===== src/rtl/dtimer_pkg.sv =====
package dtimer_pkg;
   localparam int unsigned DATA_W   = 32;
   localparam int unsigned RUN_BIT  = 31;
   localparam int unsigned MODE_BIT = 30;
   localparam int unsigned ACK_BIT  = 30;
   localparam int unsigned WIN_LSB  = 3;

   typedef enum logic [1:0] {
      SEL_NONE = 2'd0,
      SEL_CTRL = 2'd1,
      SEL_STAT = 2'd2
   } dtimer_sel_e;
endpackage


===== src/rtl/dtimer_decode.sv =====
module dtimer_decode
   import dtimer_pkg::*;
#(
   parameter int unsigned ADDR_W    = 12,
   parameter int unsigned BASE_ADDR = 0
) (
   input  logic [ADDR_W-1:0] addr,
   input  logic              wr,
   output dtimer_sel_e       sel,
   output logic              ctrl_wr,
   output logic              stat_wr
);
   localparam int unsigned TAG_W = ADDR_W - WIN_LSB;
   localparam logic [TAG_W-1:0] BASE_TAG = TAG_W'(BASE_ADDR >> WIN_LSB);

   generate
      if (ADDR_W <= WIN_LSB) begin : g_bad_addr_w
         $error("ADDR_W too small for an 8-byte window");
      end
      if ((BASE_ADDR % 8) != 0) begin : g_bad_align
         $error("BASE_ADDR must be 8-byte aligned");
      end
      if (ADDR_W < 32 && BASE_ADDR + 8 > (64'd1 << ADDR_W)) begin : g_bad_range
         $error("BASE_ADDR window does not fit in ADDR_W");
      end
   endgenerate

   logic hit;
   assign hit = (addr[ADDR_W-1:WIN_LSB] == BASE_TAG);

   always_comb begin
      sel = SEL_NONE;
      if (hit) begin
         case (addr[WIN_LSB-1:0])
            3'd0:    sel = SEL_CTRL;
            3'd4:    sel = SEL_STAT;
            default: sel = SEL_NONE;
         endcase
      end
   end

   assign ctrl_wr = wr && (sel == SEL_CTRL);
   assign stat_wr = wr && (sel == SEL_STAT);
endmodule


===== src/rtl/dtimer_count.sv =====
module dtimer_count #(
   parameter int unsigned CNT_W = 29
) (
   input  logic             clk,
   input  logic             rst_n,
   input  logic             tick,
   input  logic             load,
   input  logic             load_run,
   input  logic             load_rep,
   input  logic [CNT_W-1:0] load_val,
   output logic             run,
   output logic             rep,
   output logic [CNT_W-1:0] reload,
   output logic [CNT_W-1:0] remain,
   output logic             expire
);
   generate
      if (CNT_W < 1 || CNT_W > 30) begin : g_bad_cnt_w
         $error("CNT_W must lie in 1..30 to stay below the mode bit");
      end
   endgenerate

   logic at_zero;
   assign at_zero = (remain == '0);
   assign expire  = run && tick && !load && at_zero;

   always_ff @(posedge clk) begin
      if (!rst_n) begin
         run    <= 1'b0;
         rep    <= 1'b0;
         reload <= '0;
         remain <= '0;
      end else if (load) begin
         run    <= load_run;
         rep    <= load_rep;
         reload <= load_val;
         remain <= load_val;
      end else if (run && tick) begin
         if (at_zero) begin
            if (rep) remain <= reload;
            else     run    <= 1'b0;
         end else begin
            remain <= remain - 1'b1;
         end
      end
   end

   a_r2_counts_down: assert property (@(posedge clk) disable iff (!rst_n)
      (run && tick && !load && remain != '0) |=> (remain == $past(remain) - 1'b1));
   a_r3_single_shot_halts: assert property (@(posedge clk) disable iff (!rst_n)
      (expire && !rep) |=> !run);
   a_r4_repeat_reloads: assert property (@(posedge clk) disable iff (!rst_n)
      (expire && rep) |=> (run && remain == reload));
   a_r11_holds_without_tick: assert property (@(posedge clk) disable iff (!rst_n)
      (!tick && !load) |=> ($stable(remain) && $stable(run)));
endmodule


===== src/rtl/dtimer_flag.sv =====
module dtimer_flag (
   input  logic clk,
   input  logic rst_n,
   input  logic set,
   input  logic clr,
   output logic pend
);
   always_ff @(posedge clk) begin
      if (!rst_n)   pend <= 1'b0;
      else if (set) pend <= 1'b1;
      else if (clr) pend <= 1'b0;
   end

   a_r7_sticky: assert property (@(posedge clk) disable iff (!rst_n)
      (pend && !clr) |=> pend);
   a_r8_set_beats_clear: assert property (@(posedge clk) disable iff (!rst_n)
      set |=> pend);
   a_r7_clear_works: assert property (@(posedge clk) disable iff (!rst_n)
      (clr && !set) |=> !pend);
endmodule


===== src/rtl/dtimer_chan.sv =====
module dtimer_chan
   import dtimer_pkg::*;
#(
   parameter int unsigned ADDR_W    = 12,
   parameter int unsigned BASE_ADDR = 0,
   parameter int unsigned CNT_W     = 29
) (
   input  logic              clk,
   input  logic              rst_n,
   input  logic              tick_en,
   input  logic              bus_wr,
   input  logic [ADDR_W-1:0] bus_addr,
   input  logic [31:0]       bus_wdata,
   output logic [31:0]       bus_rdata,
   output logic              irq
);
   dtimer_sel_e      sel;
   logic             ctrl_wr, stat_wr, ack;
   logic             run, rep, expire;
   logic [CNT_W-1:0] reload, remain;
   logic             wdata_unused;

   assign wdata_unused = ^bus_wdata;

   dtimer_decode #(.ADDR_W(ADDR_W), .BASE_ADDR(BASE_ADDR)) u_decode (
      .addr    (bus_addr),
      .wr      (bus_wr),
      .sel     (sel),
      .ctrl_wr (ctrl_wr),
      .stat_wr (stat_wr)
   );

   dtimer_count #(.CNT_W(CNT_W)) u_count (
      .clk      (clk),
      .rst_n    (rst_n),
      .tick     (tick_en),
      .load     (ctrl_wr),
      .load_run (bus_wdata[RUN_BIT]),
      .load_rep (bus_wdata[MODE_BIT]),
      .load_val (bus_wdata[CNT_W-1:0]),
      .run      (run),
      .rep      (rep),
      .reload   (reload),
      .remain   (remain),
      .expire   (expire)
   );

   assign ack = stat_wr && bus_wdata[ACK_BIT];

   dtimer_flag u_flag (
      .clk   (clk),
      .rst_n (rst_n),
      .set   (expire),
      .clr   (ack),
      .pend  (irq)
   );

   always_comb begin
      bus_rdata = '0;
      case (sel)
         SEL_CTRL: begin
            bus_rdata[RUN_BIT]     = run;
            bus_rdata[MODE_BIT]    = rep;
            bus_rdata[CNT_W-1:0]   = reload;
         end
         SEL_STAT: begin
            bus_rdata[ACK_BIT]     = irq;
            bus_rdata[CNT_W-1:0]   = remain;
         end
         default: bus_rdata = '0;
      endcase
   end

   a_r5_zero_write_stops: assert property (@(posedge clk) disable iff (!rst_n)
      (ctrl_wr && bus_wdata == 32'd0) |=> !run);
   a_r10_stray_write_ignored: assert property (@(posedge clk) disable iff (!rst_n)
      (sel == SEL_NONE && !tick_en) |=> ($stable(run) && $stable(reload) && $stable(remain)));
   a_r6_write_restarts: assert property (@(posedge clk) disable iff (!rst_n)
      ctrl_wr |=> (remain == $past(bus_wdata[CNT_W-1:0])));
endmodule


===== config.mk =====
export PLATFORM = sky130hd
export DESIGN_NAME = dtimer_chan
export DESIGN_NICKNAME = d
export VERILOG_FILES = /design/src/rtl/dtimer_pkg.sv /design/src/rtl/dtimer_decode.sv /design/src/rtl/dtimer_count.sv /design/src/rtl/dtimer_flag.sv /design/src/rtl/dtimer_chan.sv
export SDC_FILE = /design/constraint.sdc
export NUM_CORES = 1
export LEC_CHECK = 0
export BUFFER_PORTS_ARGS = -buffer_cell sky130_fd_sc_hd__buf_2
export CAP_MARGIN = 20
export CORE_ASPECT_RATIO = 0.7
export CORE_MARGIN = 8
export CORE_UTILIZATION = 59
export CTS_CLUSTER_SIZE = 40
export DETAILED_ROUTE_END_ITERATION = 6
export PLACE_DENSITY = 0.94
export SKIP_LAST_GASP = 1
export SYNTH_ARGS = -nofsm -noshare
export SYNTH_HDL_FRONTEND = slang
export SYNTH_SLANG_ARGS = --single-unit

===== constraint.sdc =====
create_clock -name clk -period 5.5 [get_ports clk]
set_clock_uncertainty 0.15 [all_clocks]
set_input_delay 1.1 -clock clk [delete_from_list [all_inputs] [get_ports clk]]
set_output_delay 1.1 -clock clk [all_outputs]
set_load 0.01 [all_outputs]

==> results.yml <==
setup_path:
  critPathArrivalTime_ps: 3080
  end_kind: "output pin"
  crit_path_top_delay_cell: "ha_1"
  slowest_delay_ps: 960
  critPathBufInv: 3
  crit_fanout: 30
  required_ps: 4250
  path_common_cell: "buf_2"
  path_cells: "buf_2 > nor4_1 > nand3_1 > inv_1 > nand2_1 > ha_1 > nor2_1 > buf_2"
  cp_top_family: "adder cells"
  cp-start-kind: "input port"
  path_class: "in -> out"
floorplan:
  rows: 24
  die_w_um: 111.7
  die_y_um: 82.98
  initial_core_util: 0.6083
  core_um2: 6216
  dieArea_um2: 9268
  io_pins: 81
synth:
  synth_cells: 518
  ys.flop_type: "dfxtp_1"
  yosys-top-cells-area: "dfxtp_1 (32%), nand2_1 (9.1%), a21oi_1 (7.1%)"
  synth_commonest_cells: "nand2_1 (92), nor2_1 (64), dfxtp_1 (61)"
  synth.most_common_cell: "nand2_1"
  synthArstFlopShare: 0
  synth_nets: 569
  synth_area_um2: 3781
  synth_edf_count: 0
  ys_seq_elements: 61
  yosys_warnings: 0
  avgSynthCellArea_um2: 7.299
  synth_cell_types: 67
  yosysTopAreaCell: "dfxtp_1"
  ys_seq_area_frac: 0.3230
  synthDominantCellAreaShare: 0.3230
clocking:
  cts-root-buf: "clkbuf_8"
  cts_setup_buffers: 0
  cts_max_level: 3
  cts_buffers: 9
  cts_tree: "built"
  ctsHoldBuffers: 0
  cts_resized: 0
  clkTransAtPathRegs_ps: 70
  insertion_delay_ps: 370
  cts-root-to-sink-buffers: 2
  clock_sinks: 61
run_status:
  outcome: "finished, final reports clean"
timing:
  fin_crit_sh: 0.7864
  slew_headroom: 0.3271
  rsz0062_at_grt: "no"
  worstMarginPinSlew_ps: 1009
  setup_tns_ps: 0
  fin_crit_ps: 4325
  drv_slew: 0
  finalHoldViolCount: 0
  fmax_ghz: 0.2312
  setup_violations: 0
global_routing:
  grt_usage: 0.2588
  first_global_vias: 4098
  antenna_found_initial: 0
  grt-ovfl-total: 0
  grt_max_degree: 44
  grt_pass1_wl_um: 20000
cells_and_area:
  final_util: 0.6969
  syn_to_final_growth_pct: 14.56
  fin_nets: 617
  drive_above_1_share: 0.2084
  diodes: 0
  fin_cells: 649
route:
  route.detailed.drc: 0
  via_count: 4241
  drt-initial-drc-count: 604
  vias_per_cell: 6.535
  totalWireLength_um: 12190
  wire_per_inst_um: 18.79
  antenna_left: 0
  firstDrtPassIters: 6
power:
  power_uw: 950.4
  ir_drop_v: 0.0001261
  p_leak_nw: 1.642
  p_per_area_nw_per_um2: 219.4
placed_design:
  dp_cells: 633
  hpwlAfterDp_um: 8150
  port-buffer-count: 78
  gp_congestion: 0.9443
min_path:
  hold_class: "reg -> reg"
run:
  cap_violations: 0
-- worst paths after layout --
| kind | to | from | cells after the start | slack (ps) |
|---|---|---|---|---|
| setup reg to reg | u_count.remain[2] | u_count.remain[0] | 8 | 2500 |
| setup / recovery | bus_rdata[17] | bus_addr[3] | 8 | 1170 |
| hold / removal | u_count.reload[25] | u_count.reload[25] | 2 | 330 |
| hold reg to reg | u_count.reload[25] | u_count.reload[25] | 2 | 330 |
-- power breakdown --
| group | total (mW) | switching, mW | internal (mW) | leakage (nW) |
|---|---|---|---|---|
| registers | 0.441 | 0.0000570 | 0.441 | 0.491 |
| logic | 0.0328 | 0.0187 | 0.0141 | 1.04 |
| clock network | 0.476 | 0.197 | 0.280 | 0.108 |
-- logic make-up after synthesis --
logic type | synth area share
other | 0.0009918
buffers and inverters | 0.06751
multiplexers | 0.01390
AND/OR/NAND/NOR | 0.2800
flip-flops | 0.3230
adder cells (fa/ha/maj) | 0.009928
XOR/XNOR | 0.01390
AO/OA/AOI/OAI | 0.2909
-- registers in the layout, indices dropped and copies added (netlist names) --
| name | flops |
|---|---|
| u_count.reload | 29 |
| u_count.run | 1 |
| u_count.remain | 29 |
| u_count.rep | 1 |
| u_flag.pend | 1 |
-- worst register-to-register path, delay by kind of cell, from the launching register on --
kind,cells,cell delay (ps)
AO/OA/AOI/OAI,2,210
AND/OR/NAND/NOR,3,1450
buffers and inverters,1,90
adder cells (fa/ha/maj),1,180
multiplexers,1,420
flip-flops,1,390
-- layout make-up --
cell class,instances,area [µm²]
Clock buffer,11,151.4
Tap cell,78,97.59
Timing Repair Buffer,85,442.9
Sequential cell,61,1221
Inverter,7,26.28
Clock inverter,5,82.58
Multi-Input combinational cell,402,2310
Fill cell,514,1884
-- per-layer routing --
| layer | track usage | vias to the layer above | share of wire |
|---|---|---|---|
| met5 | 0 | - | 0 |
| met4 | 0.09023 | 0 | 0.015 |
| met3 | 0.07876 | 26 | 0.12 |
| met2 | 0.3980 | 291 | 0.44 |
| met1 | 0.3348 | 1947 | 0.42 |
| li1 | - | 1977 | - |
-- stage by stage --
stage / hold WS [ps] / setup WS, ps / cell area [µm²]
2_1_floorplan: 296.6 / 1730 / 3781
3_3_place_gp: 304.2 / 1287 / 4098
3_5_place_dp: 319.8 / 1156 / 4098
4_1_cts: 329.0 / 1149 / 4332
5_1_grt: 343.9 / 901.9 / 4332
6_report: 330.2 / 1175 / 4332
-- placed cells by master (no fill, tap or decap), types with 7 or more instances in the layout --
cell type and instances:
inv_1 7, a21oi_1 54, nor3_1 10, nor4_1 13, o21ai_0 16, nor2_1 64, clkbuf_8 11, buf_4 7
or3_1 7, a22oi_1 31, nand2_1 92, buf_2 78, dfxtp_1 61
(Power assumes the default switching activity.)
